File: src/rtl/updn_pkg.sv
package updn_pkg;

    localparam int CNT_W   = 7;
    localparam int DIG_W   = 4;
    localparam int CNT_MAX = 99;
    localparam int TRIALS  = 4;
    localparam int IDX_W   = $clog2(TRIALS);

    typedef struct packed {
        logic up;
        logic dn;
    } btn_t;

    typedef enum logic [1:0] {
        STEP_NONE = 2'd0,
        STEP_UP   = 2'd1,
        STEP_DN   = 2'd2
    } step_e;

    typedef struct packed {
        logic [DIG_W-1:0] tens;
        logic [DIG_W-1:0] ones;
    } bcd_t;

    // weight for trial idx: 80, 40, 20, 10
    function automatic logic [CNT_W-1:0] trial_weight(input logic [IDX_W-1:0] idx);
        return CNT_W'(10 << (TRIALS - 1 - int'(idx)));
    endfunction

endpackage

File: src/rtl/updn_btn_sync.sv
module updn_btn_sync #(
    parameter int STAGES = 2,
    parameter int WIDTH  = 2
) (
    input  logic             clk,
    input  logic             rst,
    input  logic [WIDTH-1:0] raw_n,
    output logic [WIDTH-1:0] pressed
);
    for (genvar i = 0; i < WIDTH; i++) begin : g_bit
        logic [STAGES-1:0] chain_q;
        always_ff @(posedge clk) begin
            if (rst) chain_q <= '1;
            else     chain_q <= {chain_q[STAGES-2:0], raw_n[i]};
        end
        assign pressed[i] = ~chain_q[STAGES-1];
    end
endmodule

File: src/rtl/updn_press_detect.sv
module updn_press_detect
    import updn_pkg::*;
(
    input  logic clk,
    input  logic rst,
    input  logic tick,
    input  btn_t pressed,
    output btn_t fresh
);
    btn_t held_q;

    always_ff @(posedge clk) begin
        if (rst)       held_q <= '0;
        else if (tick) held_q <= pressed;
    end

    always_comb begin
        fresh = '0;
        if (tick) fresh = btn_t'(pressed & ~held_q);
    end
endmodule

File: src/rtl/updn_sat_count.sv
module updn_sat_count
    import updn_pkg::*;
(
    input  logic             clk,
    input  logic             rst,
    input  btn_t             fresh,
    output logic [CNT_W-1:0] count,
    output logic [CNT_W-1:0] count_nxt,
    output logic             changed
);
    step_e            step;
    logic [CNT_W-1:0] count_q;

    always_comb begin
        if (fresh.dn)      step = STEP_DN;
        else if (fresh.up) step = STEP_UP;
        else               step = STEP_NONE;
    end

    always_comb begin
        count_nxt = count_q;
        unique case (step)
            STEP_UP:   if (count_q != CNT_W'(CNT_MAX)) count_nxt = count_q + 1'b1;
            STEP_DN:   if (count_q != '0)              count_nxt = count_q - 1'b1;
            default:   count_nxt = count_q;
        endcase
    end

    assign changed = (count_nxt != count_q);

    always_ff @(posedge clk) begin
        if (rst) count_q <= '0;
        else     count_q <= count_nxt;
    end

    assign count = count_q;
endmodule

File: src/rtl/updn_bcd_conv.sv
module updn_bcd_conv
    import updn_pkg::*;
(
    input  logic             clk,
    input  logic             rst,
    input  logic             start,
    input  logic [CNT_W-1:0] value,
    output bcd_t             digits,
    output logic             valid
);
    logic [CNT_W-1:0] rem_q, rem_n, weight;
    logic [DIG_W-1:0] acc_q, acc_n;
    logic [IDX_W-1:0] idx_q;
    logic             busy_q;
    logic [CNT_W:0]   diff;
    logic             fits;
    bcd_t             digits_q;

    assign weight = trial_weight(idx_q);
    assign diff   = {1'b0, rem_q} - {1'b0, weight};
    assign fits   = ~diff[CNT_W];
    assign rem_n  = fits ? diff[CNT_W-1:0] : rem_q;
    assign acc_n  = {acc_q[DIG_W-2:0], fits};

    always_ff @(posedge clk) begin
        if (rst) begin
            rem_q    <= '0;
            acc_q    <= '0;
            idx_q    <= '0;
            busy_q   <= 1'b0;
            digits_q <= '0;
        end else if (start) begin
            rem_q  <= value;
            acc_q  <= '0;
            idx_q  <= '0;
            busy_q <= 1'b1;
        end else if (busy_q) begin
            rem_q <= rem_n;
            acc_q <= acc_n;
            if (idx_q == IDX_W'(TRIALS - 1)) begin
                busy_q        <= 1'b0;
                digits_q.tens <= acc_n;
                digits_q.ones <= DIG_W'(rem_n);
            end else begin
                idx_q <= idx_q + 1'b1;
            end
        end
    end

    assign digits = digits_q;
    assign valid  = ~busy_q;
endmodule

File: src/rtl/bcd_updn_counter.sv
module bcd_updn_counter
    import updn_pkg::*;
#(
    parameter int SYNC_STAGES = 2
) (
    input  logic             clk,
    input  logic             rst,
    input  logic             tick,
    input  logic             btn_up_n,
    input  logic             btn_dn_n,
    output logic [CNT_W-1:0] count,
    output logic [DIG_W-1:0] tens,
    output logic [DIG_W-1:0] ones,
    output logic             digits_valid
);
    btn_t             pressed, fresh;
    logic [1:0]       pressed_vec;
    logic [CNT_W-1:0] count_nxt;
    logic             changed;
    bcd_t             digits;

    updn_btn_sync #(.STAGES(SYNC_STAGES), .WIDTH(2)) u_sync (
        .clk(clk), .rst(rst),
        .raw_n({btn_up_n, btn_dn_n}),
        .pressed(pressed_vec)
    );
    assign pressed = btn_t'(pressed_vec);

    updn_press_detect u_detect (
        .clk(clk), .rst(rst), .tick(tick),
        .pressed(pressed), .fresh(fresh)
    );

    updn_sat_count u_count (
        .clk(clk), .rst(rst), .fresh(fresh),
        .count(count), .count_nxt(count_nxt), .changed(changed)
    );

    updn_bcd_conv u_conv (
        .clk(clk), .rst(rst), .start(changed), .value(count_nxt),
        .digits(digits), .valid(digits_valid)
    );

    assign tens = digits.tens;
    assign ones = digits.ones;
endmodule

File: config.mk
export PLATFORM = sky130hd
export DESIGN_NAME = bcd_updn_counter
export DESIGN_NICKNAME = d
export VERILOG_FILES = /design/src/rtl/updn_pkg.sv /design/src/rtl/updn_btn_sync.sv /design/src/rtl/updn_press_detect.sv /design/src/rtl/updn_sat_count.sv /design/src/rtl/updn_bcd_conv.sv /design/src/rtl/bcd_updn_counter.sv
export SDC_FILE = /design/constraint.sdc
export NUM_CORES = 1
export LEC_CHECK = 0
export BUFFER_PORTS_ARGS = -buffer_cell sky130_fd_sc_hd__buf_2
export CORE_ASPECT_RATIO = 0.7
export CORE_MARGIN = 1.5
export CORE_UTILIZATION = 55
export CTS_CLUSTER_SIZE = 14
export DETAILED_ROUTE_END_ITERATION = 8
export PLACE_DENSITY = 0.82
export RECOVER_POWER = 25
export SYNTH_ARGS = -nofsm -noshare
export SYNTH_HDL_FRONTEND = slang
export SYNTH_HIERARCHICAL = 1
export SYNTH_SLANG_ARGS = --single-unit
File: constraint.sdc
create_clock -name clk -period 3.2 [get_ports clk]
set_clock_uncertainty 0.15 [all_clocks]
set_input_delay 0.32 -clock clk [delete_from_list [all_inputs] [get_ports clk]]
set_output_delay 0.32 -clock clk [all_outputs]
set_load 0.05 [all_outputs]
# Word level (Yosys, flattened, before mapping)
# Index checks and enable logic that the tools add are counted.
# W data, S select, Z words.
[totals]
ff_bits = 34
inputBits = 5
output_inout_bits = 16
[op_classes]
add_sub_neg = 5
eq_ne = 6
shifts = 1
muxes = 12
bitwise_logic = 8
n_reduce_logical = 6
[ops]
columns = ["cell", "n"]
rows = [
  ["$mux W7", 5],
  ["$shl A4 B32 Y7 const A", 1],
  ["$pmux W7 S2", 1],
  ["$sub A7 B7 Y8", 1],
  ["$add A7 B1 Y7 const B", 1],
  ["$ne A7 B7 Y1", 1],
  ["$ne A7 B7 Y1 const B", 1],
  ["$reduce_bool A7 Y1", 1],
  ["$sub A7 B1 Y7 const B", 1],
  ["$not A1 Y1", 6],
  ["$eq A2 B2 Y1 const B", 2],
  ["$mux W1", 4],
  ["$mux W2", 2],
  ["$reduce_and A2 Y1", 2],
  ["$reduce_and A3 Y1", 1],
  ["$sub A2 B2 Y3 const A", 1],
  ["$add A2 B1 Y2 const B", 1],
  ["$and A2 B2 Y2", 1],
  ["$eq A2 B1 Y1 const B", 1],
  ["$ne A2 B2 Y1 const B", 1],
  ["$not A2 Y2", 1],
  ["$reduce_bool A2 Y1", 1],
  ["$reduce_or A2 Y1", 1],
]

# Logic depth before layout (Yosys ltp)
# Gate-level depths: netlist of run 1.
[depth]
depth_word = 10
ltp_mapped = 10
depth_no_buf = 10

# By module
# Netlist of run 1, hierarchy kept.
[by_module_without_submodules]
columns = ["module", "instances", "cells_per_inst", "area_per_inst_um2", "seq_area_each_um2"]
rows = [
  ["updn_bcd_conv", 1, 165, 1357.6, 420.4],
  ["updn_sat_count", 1, 66, 551.8, 140.1],
  ["updn_btn_sync", 1, 10, 112.6, 80.1],
  ["updn_press_detect", 1, 9, 86.3, 40.0],
]

# Least setup slack after synthesis of run 1
# No wires, ideal clock.
[synth_path]
path_type = "register -> register"
startpoint = "register u_count.count_q[1] (netlist: u_count/count[1])"
endpoint = "register u_conv.rem_q[6]"
arrival_time_ns = 2.399
required_ns = 2.959
path_slack_ns = 0.560
path_stages_with_launch = 10
period_less_slack_ns = 2.640
path_cell_list = "dfxtp_1 ha_1 nand3_1 o211ai_4 nand2_1 buf_2 nand4b_4 a2111oi_4 nor3_1 a311oi_1"
[synth_via]
elab_chain_len = 6
word_cells_on_any_way = 12
cone_classes = "add/sub: 2; eq/ne: 3; mux: 4; reduce/logical: 3"
[synth_rtl]
columns = ["element", "line", "rtl"]
rows = [
  ["start, declared", "updn_sat_count.sv:12", "logic [CNT_W-1:0] count_q;"],
  ["start signal, assigned", "updn_sat_count.sv:33", "else count_q <= count_nxt;"],
  ["$sub A7 B1 Y7 (tied with other cells)", "updn_sat_count.sv:24", "STEP_DN: if (count_q != '0) count_nxt = count_q - 1'b1;"],
  ["$mux W7, on equally long branches", "updn_sat_count.sv:24, updn_sat_count.sv:23", ""],
  ["$pmux W7 S2", "updn_sat_count.sv:22", "unique case (step)"],
  ["$ne A7 B7 Y1 *", "updn_sat_count.sv:29", "assign changed = (count_nxt != count_q);"],
  ["named net changed", "bcd_updn_counter.sv:19", "logic changed;"],
  ["$ne A2 B2 Y1 (no source line) or $reduce_bool A2 Y1 (tied branches)", "n/a", ""],
  ["$reduce_and A2 Y1 (no source line)", "n/a", ""],
  ["end signal, assigned", "updn_bcd_conv.sv:33", "rem_q <= value;"],
  ["end signal, assigned", "updn_bcd_conv.sv:38", "rem_q <= rem_n;"],
  ["end, declared", "updn_bcd_conv.sv:11", "logic [CNT_W-1:0] rem_q, rem_n, weight;"],
]
# The timed path passes the listed nets; every way through them passes the cells marked *.
# A chain may end at the register's enable or synchronous reset.

# Final worst setup path of run 1
[layout_path]
startpoint = "register u_count.count_q[1] (netlist: u_count/count[1])"
endpoint = "register u_conv/digits[1] (netlist name)"
[layout_via]
elab_chain_len = 6
word_cells_on_any_way = 10
cone_classes = "add/sub: 2; eq/ne: 2; mux: 3; bitwise: 1; reduce/logical: 2"
[layout_rtl]
columns = ["element", "line"]
rows = [
  ["$sub A7 B1 Y7 (tied with other cells)", "updn_sat_count.sv:24"],
  ["$mux W7, on equally long branches", "updn_sat_count.sv:24, updn_sat_count.sv:23"],
  ["$pmux W7 S2", "updn_sat_count.sv:22"],
  ["$ne A7 B7 Y1 *", "updn_sat_count.sv:29"],
  ["named net changed", "bcd_updn_counter.sv:19"],
  ["$not A1 Y1 (no source line) *", "n/a"],
  ["$reduce_and A3 Y1 (no source line) *", "n/a"],
]
# Marked as above.

==> out/qor.txt, run 1 <==
Outcome -> completed
Synth Flop Type -> dfxtp_1
Synth Register Bits -> 34
Ys async rst share -> 0%
Fin Setup TNS -> 0 ps
Hold Crit Class -> in2reg
WP data arrival -> 2720 ps
Bufs on Longest Clock Path -> 2
First drt pass iteration count -> 5
Critical path, cell by cell -> ha_1 -> nand3_1 -> o211ai_4 -> nand2_1 -> nand4b_1 -> or3_1 -> o211ai_1
Total gr overflow -> 0
Largest stage delay on the critical path -> 460 ps
Clk pin slew, worst setup/hold paths -> 80 ps
Initial antenna violation count -> 0
Clk Latency, worst-skew pair -> 290 ps
VDD IR-drop max -> 0.458 mV
Pwr/cell area -> 444 nW/um^2
Tmin final -> 2650 ps
Max Cap Viol -> 0
Post-Synthesis Cells -> 250
WP data required -> 3270 ps
Worst-path maximum fanout -> 9
Cell variety after synth -> 56
Leak -> 0.930 nW
Adder-cell share of the synthesized area -> 7.72%
Placed Instances -> 313
Cts bufs inserted -> 5
Final Slew Violations -> 0
Post-CTS Setup Bufs -> 0
Crit start category -> register
Nets -> 288
Layout cells sized above 1 -> 14.0%
Post-route ant nets -> 0
P&R area growth vs syn -> 11.2%
Gp weighted congestion -> 0.913
Largest family of logic cells by synthesized area -> simple AND/OR/NAND/NOR gates
Clock tree from TritonCTS -> done
Root buffer cell -> clkbuf_8
WP buf/inv -> 0
IO Count -> 21
HPWL Detailed -> 3630 um
CP endpoint kind -> register
Die X -> 77 um
Chip height -> 54.8 um
Syn_nets -> 268
Largest net degree at the start of global routing -> 36
Simple-gate share of the synthesized area -> 25.9%
Final wirelength -> 4890 um
Setup Viol. Count Final -> 0
Crit Path Class -> reg2reg
Clock sinks -> 34
H-tree Lvls -> 2
Fin crit share -> 82.8%
Fmax -> 377 MHz
Fin. Hold Viols -> 0
Number of inserted diodes -> 0
Synth warn -> 6
Initial drt markers -> 188
Post-synth EDFFs -> 0
Register area share after synthesis -> 32.3%
Synth Area in XOR/XNOR -> 2.91%
Buffers on Ports -> 20
RSZ-0062 raised after global routing -> no
Final total power -> 1.04 mW
Via count -> 1911
Vias in the first global route -> 1623
Compound-cell area share of the yosys netlist -> 21.4%
Post-CTS sizing -> 0
First-pass GRT wire length -> 7730 um
Final Util -> 65.0%
Post-route non-filler standard cell count -> 321
Vias per inst -> 5.95
WL per Instance -> 15.2 um
Tightest Pin Transition -> 1380 ps
FP Rows -> 18
Tot GR Track Use -> 23.9%
Drt drc -> 0
Multiplexer area fraction after synthesis -> 4.39%
Initial Utilization -> 58.5%
Commonest non-fill, non-tap cells in the layout -> dfxtp_1, nor2_1, inv_1, nand2_1, a21oi_1
Slowest-stage cell, CP -> dfxtp_1
Die area -> 4220 sq um
Avg Inst Size Synth -> 8.43 sq um
# hold bufs at CTS -> 0
Mapped Area -> 2110 sq um
Delay-heaviest family, CP -> simple AND/OR/NAND/NOR gates
Most common cell after layout, fill and taps aside -> dfxtp_1
Core area -> 3600 sq um
Relative slew slack -> 7.89%
## per-stage QoR
stage          cell area, sq um  hold slack, ps  worst slack (ps)
2_1_floorplan              2110             232               560
3_3_place_gp               2240             235               682
3_5_place_dp               2240             241               589
4_1_cts                    2350            52.4               572
5_1_grt                    2340            64.4               340
6_report                   2340            58.3               550
## sequential cells by signal, indices dropped and copies added (netlist names)
register,flops
u_detect/held_q,2
u_conv/busy_q,1
u_sync/g_bit.chain_q,4
u_conv/idx_q,2
u_conv/acc_q,3
u_count/count,7
u_conv/rem_q,7
u_conv/digits,8
## where the power goes
part / total (mW) / leakage, nW / switching, mW / internal [mW]
sequential: 0.457 / 0.276 / 0.0205 / 0.437
combinational: 0.186 / 0.604 / 0.122 / 0.0647
clock: 0.397 / 0.0504 / 0.166 / 0.232
total: 1.04 / 0.930 / 0.308 / 0.733
## area by class of cell
class                   instances  area, sq um
multi-input cells             188         1310
clock buffers                   5         68.8
flip-flops and latches         34          681
well taps                      50         62.6
fillers                       294         1260
clock inverters                 3         45.0
repair buffers                 21         98.8
inverters                      20         75.1
## metal layers
metal  track usage (%)  up-vias  wire, um
li1                  -      944         -
met3              6.33        8       387
met1              32.7      882      2330
met4              6.67        0        55
met5                 0        -         0
met2              37.8       77      2120
## path summary, 6_finish.rpt
path,from,endpoint,slack [ps],cells past startpoint
hold reg to reg,u_sync/g_bit[1].chain_q[0],u_sync/g_bit[1].chain_q[1],260,1
hold / removal,btn_up_n,u_sync/g_bit[1].chain_q[0],60,2
setup reg to reg,u_count/count[1],u_conv/digits[1],550,7
setup / recovery,u_count/count[1],u_conv/digits[1],550,7
## logic make-up (layout without fill, tap and decap cells)
| logic type | count (synthesis) | count (layout) |
|---|---|---|
| xor gates and xnor gates | 7 | 7 |
| buffers and inverters | 28 | 49 |
| and+or+nand+nor | 99 | 99 |
| DFF | 34 | 34 |
| muxes | 9 | 9 |
| adders and majority gates | 13 | 13 |
| AOI/OAI and AO/OA | 60 | 60 |
## cells in the mapped netlist (2+ instances only)
library cell	number	area [sq um]
nand4b_1	2	17.5
o31ai_1	2	15.0
inv_1	19	71.3
xnor2_1	7	61.3
nor3_1	11	55.1
nand3_1	15	75.1
nor2b_1	2	12.5
and3_1	2	12.5
buf_2	2	10.0
nand2_1	19	71.3
clkbuf_1	5	18.8
nor3b_1	5	37.5
a211oi_1	2	15.0
nand2b_1	5	31.3
mux2i_1	7	70.1
nor2_1	20	75.1
or2_2	2	12.5
o21a_1	2	15.0
ha_1	13	163
o22ai_1	3	18.8
and2b_1	2	15.0
o21ai_1	5	25.0
mux2_2	2	22.5
a21oi_1	16	80.1
or2_1	4	25.0
o21ai_0	4	20.0
o221ai_1	2	17.5
or3_1	2	12.5
a311oi_1	4	35.0
o211ai_1	2	15.0
a31oi_1	4	25.0
dfxtp_1	34	681
No activity file was read; power rests on OpenSTA's default activity.
==> run 2: changes to the inputs <==
Settings changed: ABC_AREA from default to 1.
Clock period 3.2 ns to 2.75 ns, I/O delays scaled along.
==> run 2 against run 1 <==
- sequential share of layout area is 0.89 points lower
- maximum frequency is 14% higher
- worst setup slack worse by 130 ps
- routed wire length is 1.9% lower
- register-to-register slack worse by 130 ps
- final cell count is 24% higher
- sequential cell count stayed put
- largest power group unchanged
- global-route usage is 0.52 points lower
- hold slack worse by 39 ps
- die area is 2.9% higher
==> out/qor.txt, run 2 <==
Placed Instances -> 391 (+25%)
Hold Crit Class -> in2reg
Tightest Pin Transition -> 990 ps (-391 ps)
Root buffer cell -> clkbuf_8
Ys async rst share -> 0% (unchanged)
Syn_nets -> 340 (+27%)
Die area -> 4340 sq um (+2.9%)
Initial drt markers -> 288 (+53%)
Vias per inst -> 5.15 (-14%)
Register area share after synthesis -> 31.3% (-0.97 points)
Nets -> 366 (+27%)
Final wirelength -> 4800 um (-1.9%)
Most common cell in the synthesized netlist -> nand2_1
Buffers on Ports -> 20 (unchanged)
Synth warn -> 6 (unchanged)
Core area -> 3650 sq um (+1.2%)
Place WS -> 472 ps (-117 ps)
Crit Path Class -> reg2reg
Relative slew slack -> 34.0% (+26 points)
WL met2 -> 1890 um (-11%)
Post-route non-filler standard cell count -> 399 (+24%)
Pwr/cell area -> 454 nW/um^2 (+2.2%)
Gp weighted congestion -> 0.989 (+8.3%)
Slowest-stage cell, CP -> dfxtp_1
Max reg flops -> 8 (unchanged)
Yosys top cell area share -> 31.3% (-0.97 points)
Hold Slack -> 19.7 ps (-38.6 ps)
Clock tree from TritonCTS -> done
Die X -> 78.1 um (+1.5%)
Max Cap Viol -> 0 (unchanged)
Delay-heaviest family, CP -> adder cells
Largest net degree at the start of global routing -> 21 (-42%)
Post-CTS sizing -> 0 (unchanged)
Fin. Hold Viols -> 0 (unchanged)
Area leader, netlist -> dfxtp_1
WL met3 -> 427 um (+10%)
Mapped Area -> 2170 sq um (+3.1%)
Net Switching -> 331 uW (+7.4%)
Final Slew Violations -> 0 (unchanged)
Post-synth EDFFs -> 0 (unchanged)
Post-Synthesis Cells -> 322 (+29%)
Post-route ant nets -> 0 (unchanged)
Via count -> 2053 (+7.4%)
Clk Latency, worst-skew pair -> 280 ps (about the same)
Flop pwr share -> 47.5% (+3.6 points)
Tot GR Track Use -> 23.4% (-0.52 points)
Largest stage delay on the critical path -> 460 ps (about the same)
Outcome -> completed
Synth Register Bits -> 34 (unchanged)
RSZ-0062 raised after global routing -> no
Sw frac -> 30.2% (+0.57 points)
Setup ws final -> 424 ps (-126 ps)
Fin Setup TNS -> 0 ps (unchanged)
Crit start category -> register
Clock power share -> 35.1% (-3.1 points)
First drt pass iteration count -> 4 (-1)
Worst-path maximum fanout -> 7 (-2)
WL met1 -> 2470 um (+6.1%)
IO Count -> 21 (unchanged)
Drt drc -> 0 (unchanged)
Layout cells sized above 1 -> 18.3% (+4.3 points)
WL per Instance -> 12.0 um (-21%)
H-tree Lvls -> 2 (unchanged)
Setup Viol. Count Final -> 0 (unchanged)
Chip height -> 55.6 um (+1.5%)
Synth Flop Type -> dfxtp_1
Critical path, cell by cell -> inv_1 -> ha_1 -> inv_1 -> ha_1 -> nand2_2 -> inv_2 -> a21oi_4 -> nand2_4 -> nand2_1 -> nand2_1 -> a21o_1 -> inv_1
Tmin final -> 2330 ps (-324 ps)
Synth cell count leaders -> nand2_1, inv_1, dfxtp_1, nor2_1, nand3_1
Synth area leaders -> dfxtp_1, nand2_1, inv_1
Initial Utilization -> 59.6% (+1.1 points)
Total gr overflow -> 0 (unchanged)
WP buf/inv -> 4 (+4)
# hold bufs at CTS -> 0 (unchanged)
HPWL Detailed -> 3680 um (+1.5%)
Clk pin slew, worst setup/hold paths -> 70 ps (about the same)
Cts bufs inserted -> 5 (unchanged)
Most common cell after layout, fill and taps aside -> nand2_1
First-pass GRT wire length -> 8250 um (+6.6%)
Combinational power share -> 17.4% (-0.5 points)
Internal Power -> 766 uW (+4.6%)
Fmax -> 430 MHz (+14%)
Initial antenna violation count -> 0 (unchanged)
Avg Inst Size Synth -> 6.75 sq um (-20%)
Top cell by count, worst path -> inv_1
Vias in the first global route -> 1764 (+8.7%)
WP data arrival -> 2400 ps (-320 ps)
Fin crit share -> 84.6% (+1.8 points)
CP endpoint kind -> register
Top Layer Used -> met4
Number of inserted diodes -> 0 (unchanged)
P&R area growth vs syn -> 11.2% (about the same)
FP Rows -> 18 (unchanged)
Clock sinks -> 34 (unchanged)
Commonest non-fill, non-tap cells in the layout -> nand2_1, inv_1, nor2_1, dfxtp_1, nand3_1
Post-CTS Setup Bufs -> 0 (unchanged)
Leak -> 1.26 nW (+36%)
WP data required -> 2830 ps (-440 ps)
VDD IR-drop max -> 0.429 mV (-6.4%)
Cell variety after synth -> 35 (-38%)
Bufs on Longest Clock Path -> 2 (unchanged)
-- run 2: cell types whose count changed in the layout (fill, tap and decap cells not counted), moves of 6 or more --
cell,change
nor2_2,+6
nand2_2,+7
nor3_1,-11
inv_2,+9
o21ai_0,+6
inv_1,+33
nand3_1,+18
nor2_1,+14
mux2i_1,-7
nand2_1,+55
-- run 2: metal layers --
layer | track usage [%] | vias up
li1 | - | 1062
met5 | 0 | -
met4 | 2.30 | 0
met1 | 37.0 | 917
met2 | 32.4 | 72
met3 | 6.23 | 2
-- run 2: through the flow --
stage | area (sq um) | power (mW) | utilization [%]
floorplan | 2170 | 0.677 | -
CTS | 2430 | 1.10 | 66.5
detailed placement | 2330 | 0.719 | 63.9
global route | 2420 | 1.14 | 66.3
global placement | 2330 | 0.715 | 63.9
finish | 2420 | 1.10 | 66.3
-- run 2: cell families (layout without fill, tap and decap cells) --
family | Yosys count | after routing | share of synthesized area (%)
flip-flops | 34 | 34 | 31.3
AO/OA/AOI/OAI | 39 | 39 | 11.2
adder cells (fa/ha/maj) | 13 | 13 | 7.48
buffers and inverters | 67 | 94 | 12.3
XOR/XNOR | 2 | 2 | 0.806
AND/OR/NAND/NOR | 167 | 167 | 36.8
-- run 2: worst register-to-register path, stage by stage, from the launching register on --
cell and delay, ps:
dfxtp_1 460, inv_1 190, ha_1 240, inv_1 50, ha_1 270, nand2_2 110, inv_2 50, a21oi_4 210
nand2_4 120, nand2_1 100, nand2_1 110, a21o_1 180, inv_1 40
-- run 2: layout make-up --
cell class	count	area (sq um)
Sequential cell	34	681
Timing Repair Buffer	22	106
Clock buffer	6	82.6
Inverter	64	248
Fill cell	318	1230
Tap cell	50	62.6
Multi-Input combinational cell	221	1220
Clock inverter	2	12.5
-- run 2: path summary, 6_finish.rpt --
check | from | end | slack, ps | cells after the start
worst max-delay path | u_conv/idx_q[0] | u_conv/digits[3] | 420 | 12
worst min-delay path | btn_up_n | u_sync/g_bit[1].chain_q[0] | 20 | 3
worst max register to register | u_conv/idx_q[0] | u_conv/digits[3] | 420 | 12
worst min register to register | u_sync/g_bit[1].chain_q[0] | u_sync/g_bit[1].chain_q[1] | 270 | 2
-- run 2: power by group through the flow --
stage	Clock [mW]	Sequential, mW	Combinational [mW]
floorplan	0	0.544	0.133
global placement	0	0.532	0.183
detailed placement	0	0.533	0.186
CTS	0.390	0.521	0.188
global route	0.409	0.523	0.212
finish	0.385	0.522	0.191
==> run 3: changes to the inputs <==
Clock period 2.75 ns to 2.2 ns, I/O delays scaled along.
==> run 3 against run 2 <==
- combinational power rose by 35%
- hold slack improved by 64 ps
- first-iteration DRC count fell by 35%
- largest power group unchanged
- largest cell class unchanged
- critical path type unchanged
- sequential share of layout area fell by 1.2 points
- final cell count rose by 1.5%
==> out/qor.txt, run 3 (synthesis results as in run 2) <==
P&R area growth vs syn -> 18.0%
Leak -> 1.31 nW (+3.8%)
Crit start category -> register
Vias in the first global route -> 1859 (+5.4%)
Relative slew slack -> 34.3% (+0.29 points)
Number of inserted diodes -> 0 (unchanged)
First drt pass iteration count -> 4 (unchanged)
Final wirelength -> 5060 um (+5.5%)
WP buf/inv -> 3 (-1)
Fin crit share -> 94.9% (+10 points)
Max Cap Viol -> 0 (unchanged)
Largest stage delay on the critical path -> 340 ps (-120 ps)
Fin. Hold Viols -> 0 (unchanged)
Critical path, cell by cell -> inv_1 -> ha_2 -> nand2_2 -> nor2_2 -> nand2_2 -> nand2_4 -> nand2_2 -> nor2_8 -> nand3_4 -> clkinv_4 -> nor2_1 -> nor2_1 -> o21ai_0 -> inv_1
Bufs on Longest Clock Path -> 2 (unchanged)
Top cell by count, worst path -> nand2_2
Fin Setup TNS -> 0 ps (unchanged)
Setup Viol. Count Final -> 0 (unchanged)
VDD IR-drop max -> 0.543 mV (+27%)
Core area -> 3650 sq um (unchanged)
Pwr/cell area -> 581 nW/um^2 (+28%)
Clock power share -> 39.0% (+3.9 points)
Cts bufs inserted -> 5 (unchanged)
FP Rows -> 18 (unchanged)
Most common cell after layout, fill and taps aside -> nand2_1
Sw frac -> 27.3% (-2.8 points)
Tmin final -> 2090 ps (-237 ps)
Total gr overflow -> 0 (unchanged)
Drt drc -> 0 (unchanged)
Initial Utilization -> 59.6% (unchanged)
Crit Path Class -> reg2reg
Combinational power share -> 17.3% (about the same)
Place WS -> -55.8 ps (-527 ps)
H-tree Lvls -> 2 (unchanged)
Largest net degree at the start of global routing -> 21 (unchanged)
CP endpoint kind -> register
IO Count -> 21 (unchanged)
Buffers on Ports -> 20 (unchanged)
Initial antenna violation count -> 0 (unchanged)
WL per Instance -> 12.5 um (+3.9%)
Clk Latency, worst-skew pair -> 290 ps (about the same)
Max reg flops -> 8 (unchanged)
Tightest Pin Transition -> 986 ps (-4.36 ps)
Tot GR Track Use -> 23.7% (+0.33 points)
Die area -> 4340 sq um (unchanged)
Slowest-stage cell, CP -> dfxtp_2
Via count -> 2116 (+3.1%)
Clock tree from TritonCTS -> done
Commonest non-fill, non-tap cells in the layout -> nand2_1, inv_1, nand3_1, nor2_1, dfxtp_1
Delay-heaviest family, CP -> simple AND/OR/NAND/NOR gates
Die X -> 78.1 um (unchanged)
Final Util -> 70.3% (+4.0 points)
Clock sinks -> 34 (unchanged)
Vias per inst -> 5.22 (+1.5%)
Flop pwr share -> 43.7% (-3.8 points)
WP data arrival -> 2180 ps (-220 ps)
Final total power -> 1.49 mW (+36%)
Outcome -> completed
Post-route non-filler standard cell count -> 405 (+1.5%)
Gp weighted congestion -> 0.887 (-10%)
Initial drt markers -> 187 (-35%)
Layout cells sized above 1 -> 22.5% (+4.2 points)
Worst-path maximum fanout -> 10 (+3)
First-pass GRT wire length -> 8290 um (+0.50%)
Fmax -> 479 MHz (+11%)
Net Switching -> 407 uW (+23%)
WP data required -> 2290 ps (-540 ps)
Final Slew Violations -> 0 (unchanged)
Internal Power -> 1.08 mW (+41%)
Setup ws final -> 111 ps (-313 ps)
Chip height -> 55.6 um (unchanged)
HPWL Detailed -> 3700 um (+0.46%)
Post-route ant nets -> 0 (unchanged)
Nets -> 373 (+1.9%)
Hold Crit Class -> in2reg
Clk pin slew, worst setup/hold paths -> 70 ps (about the same)
Placed Instances -> 395 (+1.0%)
Root buffer cell -> clkbuf_8
==> run 3: cell types whose count changed in the layout (fill, tap and decap cells not counted), sizes merged <==
cell,change
clkinvlp,-1
bufinv,+1
dlygate4sd3,+2
buf,+5
clkinv,-1
==> run 3: cell type report <==
type                    instances  area [sq um]
fillers                       311          1080
well taps                      50          62.6
flip-flops and latches         34           691
repair buffers                 29           176
clock inverters                 1          30.0
clock buffers                   6          82.6
multi-input cells             221          1270
inverters                      64           248
==> run 3: power by group through the flow <==
stage,clock (mW),sequential [mW],combinational [mW]
after global placement,0,0.664,0.234
after global routing,0.611,0.654,0.287
final,0.580,0.651,0.258
after detailed placement,0,0.665,0.238
after floorplan,0,0.681,0.166
after CTS,0.586,0.651,0.243
==> run 3: timing repair <==
item	CTS	global route
hold buffers	2	0
setup buffers	0	1
pin swaps	0	2
endpoints found under the setup margin	8	14
hold endpoints to repair	2	0
resized for setup	2	13
==> run 3: final timing paths <==
path                                                 start                          to  slack, ps  depth (start not counted)
worst max-delay path                      u_count/count[1]            u_conv/digits[4]        110                         14
worst min-delay path                                  tick          u_detect/held_q[0]         80                          3
worst max register to register            u_count/count[1]            u_conv/digits[4]        110                         14
worst min register to register  u_sync/g_bit[0].chain_q[0]  u_sync/g_bit[0].chain_q[1]        270                          2
==> run 3: metrics by stage <==
stage | cell area, sq um | hold slack [ps]
finish | 2560 | 83.5
global placement | 2380 | 243
detailed placement | 2380 | 251
global route | 2560 | 106
floorplan | 2180 | 129
CTS | 2510 | 76.3
==> run 3: per-layer routing <==
metal,vias up,track usage (%),share of wire [%]
met5,-,0,0
met4,0,4.59,0.87
met3,6,6.39,8.0
met2,79,36.0,44
met1,965,34.0,48
li1,1066,-,-
==> run 3: tightest hold or removal path, delay by kind of cell <==
family | cells | cell delay [ps]
AOI/OAI and AO/OA | 1 | 60
buffers and inverters | 1 | 120
and+or+nand+nor | 1 | 70
